[src/rtl/xcvr_pkg.sv]
package xcvr_pkg;

   typedef enum logic [1:0] {
      RT_ISOLATE = 2'd0,
      RT_A_TO_B  = 2'd1,
      RT_B_TO_A  = 2'd2
   } route_e;

   function automatic route_e pick_route(input logic iso, input logic toward_b);
      if (iso)
         return RT_ISOLATE;
      else if (toward_b)
         return RT_A_TO_B;
      else
         return RT_B_TO_A;
   endfunction

endpackage

[src/rtl/xcvr_store_reg.sv]
module xcvr_store_reg #(
   parameter int W         = 8,
   parameter bit ASYNC_RST = 1'b1
) (
   input  logic         clk,
   input  logic         rst_n,
   input  logic         load,
   input  logic [W-1:0] d,
   output logic [W-1:0] q
);

   if (W < 1) begin : g_bad_w
      $error("xcvr_store_reg: W must be at least 1");
   end

   if (ASYNC_RST) begin : g_async
      always_ff @(posedge clk or negedge rst_n) begin
         if (!rst_n)
            q <= '0;
         else if (load)
            q <= d;
      end
   end else begin : g_sync
      always_ff @(posedge clk) begin
         if (!rst_n)
            q <= '0;
         else if (load)
            q <= d;
      end
   end


   load_takes_data_chk: assert property (@(posedge clk) disable iff (!rst_n)
      load |=> (q == $past(d)));


   idle_keeps_value_chk: assert property (@(posedge clk) disable iff (!rst_n)
      !load |=> $stable(q));

endmodule

[src/rtl/xcvr_route.sv]
module xcvr_route
   import xcvr_pkg::*;
#(
   parameter int W = 8
) (
   input  logic         iso,
   input  logic         toward_b,
   input  logic         src_reg_b,
   input  logic         src_reg_a,
   input  logic [W-1:0] a_live,
   input  logic [W-1:0] b_live,
   input  logic [W-1:0] a_held,
   input  logic [W-1:0] b_held,
   output logic [W-1:0] a_data,
   output logic         a_en,
   output logic [W-1:0] b_data,
   output logic         b_en
);

   route_e route;

   always_comb begin
      route  = pick_route(iso, toward_b);
      a_en   = 1'b0;
      b_en   = 1'b0;
      a_data = '0;
      b_data = '0;
      unique case (route)
         RT_A_TO_B: begin
            b_en   = 1'b1;
            b_data = src_reg_b ? a_held : a_live;
         end
         RT_B_TO_A: begin
            a_en   = 1'b1;
            a_data = src_reg_a ? b_held : b_live;
         end
         default: ;
      endcase
   end

endmodule

[src/rtl/xcvr_lane.sv]
module xcvr_lane #(
   parameter int W         = 8,
   parameter bit ASYNC_RST = 1'b1
) (
   input  logic         clk,
   input  logic         rst_n,
   input  logic         iso,
   input  logic         toward_b,
   input  logic         cap_a,
   input  logic         cap_b,
   input  logic         src_reg_b,
   input  logic         src_reg_a,
   input  logic [W-1:0] a_live,
   input  logic [W-1:0] b_live,
   output logic [W-1:0] a_data,
   output logic         a_en,
   output logic [W-1:0] b_data,
   output logic         b_en
);

   logic [W-1:0] a_held;
   logic [W-1:0] b_held;

   xcvr_store_reg #(.W(W), .ASYNC_RST(ASYNC_RST)) u_reg_a (
      .clk   (clk),
      .rst_n (rst_n),
      .load  (cap_a),
      .d     (a_live),
      .q     (a_held)
   );

   xcvr_store_reg #(.W(W), .ASYNC_RST(ASYNC_RST)) u_reg_b (
      .clk   (clk),
      .rst_n (rst_n),
      .load  (cap_b),
      .d     (b_live),
      .q     (b_held)
   );

   xcvr_route #(.W(W)) u_route (
      .iso       (iso),
      .toward_b  (toward_b),
      .src_reg_b (src_reg_b),
      .src_reg_a (src_reg_a),
      .a_live    (a_live),
      .b_live    (b_live),
      .a_held    (a_held),
      .b_held    (b_held),
      .a_data    (a_data),
      .a_en      (a_en),
      .b_data    (b_data),
      .b_en      (b_en)
   );


   iso_quiet_chk: assert property (@(posedge clk) disable iff (!rst_n)
      iso |-> (!a_en && !b_en));


   single_driver_chk: assert property (@(posedge clk) disable iff (!rst_n)
      !(a_en && b_en));


   stored_to_b_chk: assert property (@(posedge clk) disable iff (!rst_n)
      (b_en && src_reg_b) |-> (b_data == a_held));


   stored_to_a_chk: assert property (@(posedge clk) disable iff (!rst_n)
      (a_en && src_reg_a) |-> (a_data == b_held));


   idle_zero_chk: assert property (@(posedge clk) disable iff (!rst_n)
      ((!a_en) |-> (a_data == '0)) and ((!b_en) |-> (b_data == '0)));

endmodule

[src/rtl/bus_xcvr_reg.sv]
module bus_xcvr_reg #(
   parameter int LANE_W    = 8,
   parameter int LANES     = 2,
   parameter bit ASYNC_RST = 1'b1,
   localparam int BUS_W    = LANE_W * LANES
) (
   input  logic             clk,
   input  logic             rst_n,
   input  logic [LANES-1:0] lane_iso,
   input  logic [LANES-1:0] a_to_b,
   input  logic [LANES-1:0] grab_a,
   input  logic [LANES-1:0] grab_b,
   input  logic [LANES-1:0] hold_to_b,
   input  logic [LANES-1:0] hold_to_a,
   input  logic [BUS_W-1:0] a_in,
   output logic [BUS_W-1:0] a_out,
   output logic [LANES-1:0] a_drv,
   input  logic [BUS_W-1:0] b_in,
   output logic [BUS_W-1:0] b_out,
   output logic [LANES-1:0] b_drv
);

   if (LANE_W < 1) begin : g_bad_lane_w
      $error("bus_xcvr_reg: LANE_W must be at least 1");
   end
   if (LANES < 1) begin : g_bad_lanes
      $error("bus_xcvr_reg: LANES must be at least 1");
   end

   for (genvar l = 0; l < LANES; l++) begin : g_lane
      xcvr_lane #(.W(LANE_W), .ASYNC_RST(ASYNC_RST)) u_lane (
         .clk       (clk),
         .rst_n     (rst_n),
         .iso       (lane_iso[l]),
         .toward_b  (a_to_b[l]),
         .cap_a     (grab_a[l]),
         .cap_b     (grab_b[l]),
         .src_reg_b (hold_to_b[l]),
         .src_reg_a (hold_to_a[l]),
         .a_live    (a_in[l*LANE_W +: LANE_W]),
         .b_live    (b_in[l*LANE_W +: LANE_W]),
         .a_data    (a_out[l*LANE_W +: LANE_W]),
         .a_en      (a_drv[l]),
         .b_data    (b_out[l*LANE_W +: LANE_W]),
         .b_en      (b_drv[l])
      );
   end

endmodule

[config.mk]
export PLATFORM = sky130hd
export DESIGN_NAME = bus_xcvr_reg
export DESIGN_NICKNAME = d
export VERILOG_FILES = /design/src/rtl/xcvr_pkg.sv /design/src/rtl/xcvr_store_reg.sv /design/src/rtl/xcvr_route.sv /design/src/rtl/xcvr_lane.sv /design/src/rtl/bus_xcvr_reg.sv
export SDC_FILE = /design/constraint.sdc
export NUM_CORES = 1
export LEC_CHECK = 0
export ABC_AREA = 1
export BUFFER_PORTS_ARGS = -buffer_cell sky130_fd_sc_hd__buf_4
export CAP_MARGIN = 10
export CORE_ASPECT_RATIO = 1.5
export CORE_UTILIZATION = 40
export CTS_CLUSTER_SIZE = 28
export DETAILED_ROUTE_END_ITERATION = 12
export PLACE_DENSITY = 0.73
export SETUP_SLACK_MARGIN = 0.3
export SLEW_MARGIN = 25
export SYNTH_ARGS = -nofsm -noshare
export SYNTH_HDL_FRONTEND = slang
export SYNTH_HIERARCHICAL = 1
export SYNTH_SLANG_ARGS = --single-unit
export TNS_END_PERCENT = 100
[constraint.sdc]
create_clock -name clk -period 0.8 [get_ports clk]
set_input_delay 0.04 -clock clk [delete_from_list [all_inputs] [get_ports clk]]
set_output_delay 0.04 -clock clk [all_outputs]
set_load 0.05 [all_outputs]
==> flow_summary.json <==
{
  "synth_top_area_share_pct": 42.0,
  "cp-end-kind": "primary output",
  "powerDensity_nw_per_um2": 1370,
  "initial_utilization_pct": 41.9,
  "num_vias": 2069,
  "post-place-ws_ns": -0.0401,
  "worstSetupPathType": "flip-flop to primary output",
  "ir_worst_vdd_v": 0.00119,
  "max_freq_ghz": 0.885,
  "synth.cell_area_um2": 1900,
  "routed_wl_um": 5700,
  "synthArstFlopShare_pct": 100,
  "drt_iter0_drc": 58,
  "grt_pass1_vias": 2068,
  "grt_pass1_wl_um": 9050,
  "clkSinkCount": 32,
  "ys_seq_elements": 32,
  "io_pins": 82,
  "clock_latency_ns": 0.28,
  "dpl.hpwl_um": 3520,
  "die_w_um": 58.3,
  "synth_fp_nets": 326,
  "gp_congestion": 0.786,
  "setup_tns_ns": -8.59,
  "fillers": 327,
  "area_delta_synth_final_pct": 81.0,
  "clk_pin_slew_ns": 0.07,
  "tritoncts": "built",
  "firstDrtPassIters": 4,
  "path_delay_family": "flip-flops",
  "relSlewSlack_pct": 71.5,
  "synth_cell_types": 10,
  "path_max_fanout": 2,
  "syn_inst": 280,
  "fin_worst_skew_ns": 0,
  "num_rows": 30,
  "synth_edf_count": 0,
  "tightestPinTransition_ns": 0.427,
  "core_um2": 4540,
  "grt_use_total_pct": 23.4,
  "crit_path_start_kind": "flip-flop",
  "die_area_um2": 5050,
  "finalCritPeriodShare_pct": 141,
  "yosysSeqAreaShare_pct": 42.0,
  "syn_avg_cell_area_um2": 6.80,
  "diodes": 0,
  "failed_checks": "negative hold slack, negative setup slack",
  "fin_ws_ns": -0.330,
  "setup_viol": 33,
  "leakage_nw": 1.70,
  "wire_per_inst_um": 12.8,
  "path_cells": "inv_1, nand2_1, nand2_2, nor2_4, buf_6",
  "numCtsBuffers": 5,
  "slew_violations": 0,
  "synth_common_cells": "nand2_1, dfrtp_1, nor2_1",
  "ys_top_cells_by_area": "dfrtp_1, nand2_1, a21oi_2",
  "die_h_um": 86.5,
  "synth_top_cell_by_area": "dfrtp_1",
  "wl_met1_um": 2030,
  "fin_crit_ns": 1.13,
  "ys.flop_type": "dfrtp_1",
  "reg2reg_depth": 4,
  "path_buf_inv": 2,
  "root_buffer": "clkbuf_8",
  "crit_slowest_cell": "dfrtp_1",
  "status": "complete, but fails checks",
  "slowest_delay_ns": 0.36,
  "cts_max_path_buffers": 2,
  "hold_viol_final": 64,
  "drv_cap": 0,
  "cp.depth": 5,
  "min_path_type": "primary input to asynchronous set/reset pin",
  "htree_levels": 2,
  "rsz0062_at_grt": "true",
  "whs_ns": -0.304,
  "grt_max_degree": 33,
  "drc": 0,
  "met3_length_um": 267,
  "antenna_found_initial": 0,
  "port_buffers": 81,
  "grt.overflow.total": 0,
  "synth_most_common_cell": "nand2_1",
  "crit_required_ns": 0.76,
  "ant_nets": 0,
  "wl_met2_um": 3340,
  "final_nets": 426,
  "topRoutingLayerUsed": "met4",
  "crit_arrival_ns": 1.09,
  "yosysWarnings": 6,
  "drive_above_1_share_pct": 53.9,
  "p_total_mw": 4.74,
  "viasPerCell": 4.66
}
layout make-up:
type | instances | area [um^2] | share of cell area [%]
clock buffers | 6 | 72.6 | 2.11
clock inverters | 1 | 5.00 | 0.145
inverters | 26 | 123 | 3.56
multi-input cells | 213 | 1290 | 37.5
flip-flops and latches | 32 | 801 | 23.2
well taps | 64 | 80.1 | 2.32
repair buffers | 102 | 1070 | 31.1
stage by stage:
step / cell area [um^2] / utilization (%) / instances / hold slack (ns)
finish: 3450 / 75.9 / 444 / -0.304
global route: 3450 / 75.9 / 444 / -0.292
CTS: 3290 / 72.5 / 437 / -0.303
detailed placement: 2850 / 62.6 / 420 / 0.00259
global placement: 2850 / 62.6 / 420 / 0.00170
floorplan: 2200 / - / 280 / -0.256
timing repair:
item,4_1_cts,5_1_grt
endpoints found under the hold margin,64,60
setup buffers,7,7
gates resized for setup,75,31
endpoints found under the setup margin,68,68
pin swaps,8,10
cloned,3,0
cell families (layout without fill, tap and decap cells):
| logic type | Yosys count | after routing | synth area share (%) |
|---|---|---|---|
| flip-flops | 32 | 32 | 42.1 |
| AND/OR/NAND/NOR | 196 | 197 | 40.2 |
| AO/OA/AOI/OAI | 16 | 16 | 7.36 |
| buffers and inverters | 36 | 135 | 10.4 |
state kept, by name, indices dropped and copies added, names as in the netlist:
signal	count
g_lane.u_lane/u_reg_b/q	16
g_lane.u_lane/u_reg_a/q	16
metal layers:
| metal | track usage (%) | vias up |
|---|---|---|
| met5 | 0 | - |
| met4 | 7.36 | 0 |
| met3 | 6.12 | 6 |
| met2 | 44.6 | 55 |
| met1 | 24.3 | 982 |
| li1 | - | 1026 |
final timing paths:
kind	slack, ns	start	to
max in group asynchronous	0.80	rst_n	g_lane[1].u_lane/u_reg_b/q[3]
min	-0.30	rst_n	g_lane[0].u_lane/u_reg_b/q[7]
min in group clk	-0.04	b_in[0]	g_lane[0].u_lane/u_reg_b/q[0]
max reg2reg	0	g_lane[1].u_lane/u_reg_a/q[0]	g_lane[1].u_lane/u_reg_a/q[0]
max	-0.33	g_lane[0].u_lane/u_reg_b/q[2]	a_out[2]
min reg2reg	0.47	g_lane[0].u_lane/u_reg_b/q[3]	g_lane[0].u_lane/u_reg_b/q[3]
where the power goes:
group	switching [mW]	internal (mW)	total, mW
registers	0.0921	1.76	1.85
logic	0.999	0.729	1.73
clock network	0.564	0.590	1.15
total	1.65	3.08	4.74
worst reg2reg max path, cell delays in order, from the launching register on:
cell and delay, ns:
dfrtp_1 0.39, buf_6 0.12, buf_6 0.10, nand2_2 0.04, nand2_1 0.05
placed cells by master, fill, tap and decap left out:
cell type  instances
nand2_2           47
a21oi_4           16
buf_4             49
clkbuf_1           1
nand2_1          113
clkinv_2           1
nor2_4            19
nand2_8            2
clkbuf_8           5
buf_16             2
nor2_1            16
dfrtp_1           32
clkinv_4           2
inv_1             13
inv_2              7
buf_8             11
inv_6              2
buf_6             36
inv_4              2
buf_12             4
No activity file was read; power rests on OpenSTA's default activity.
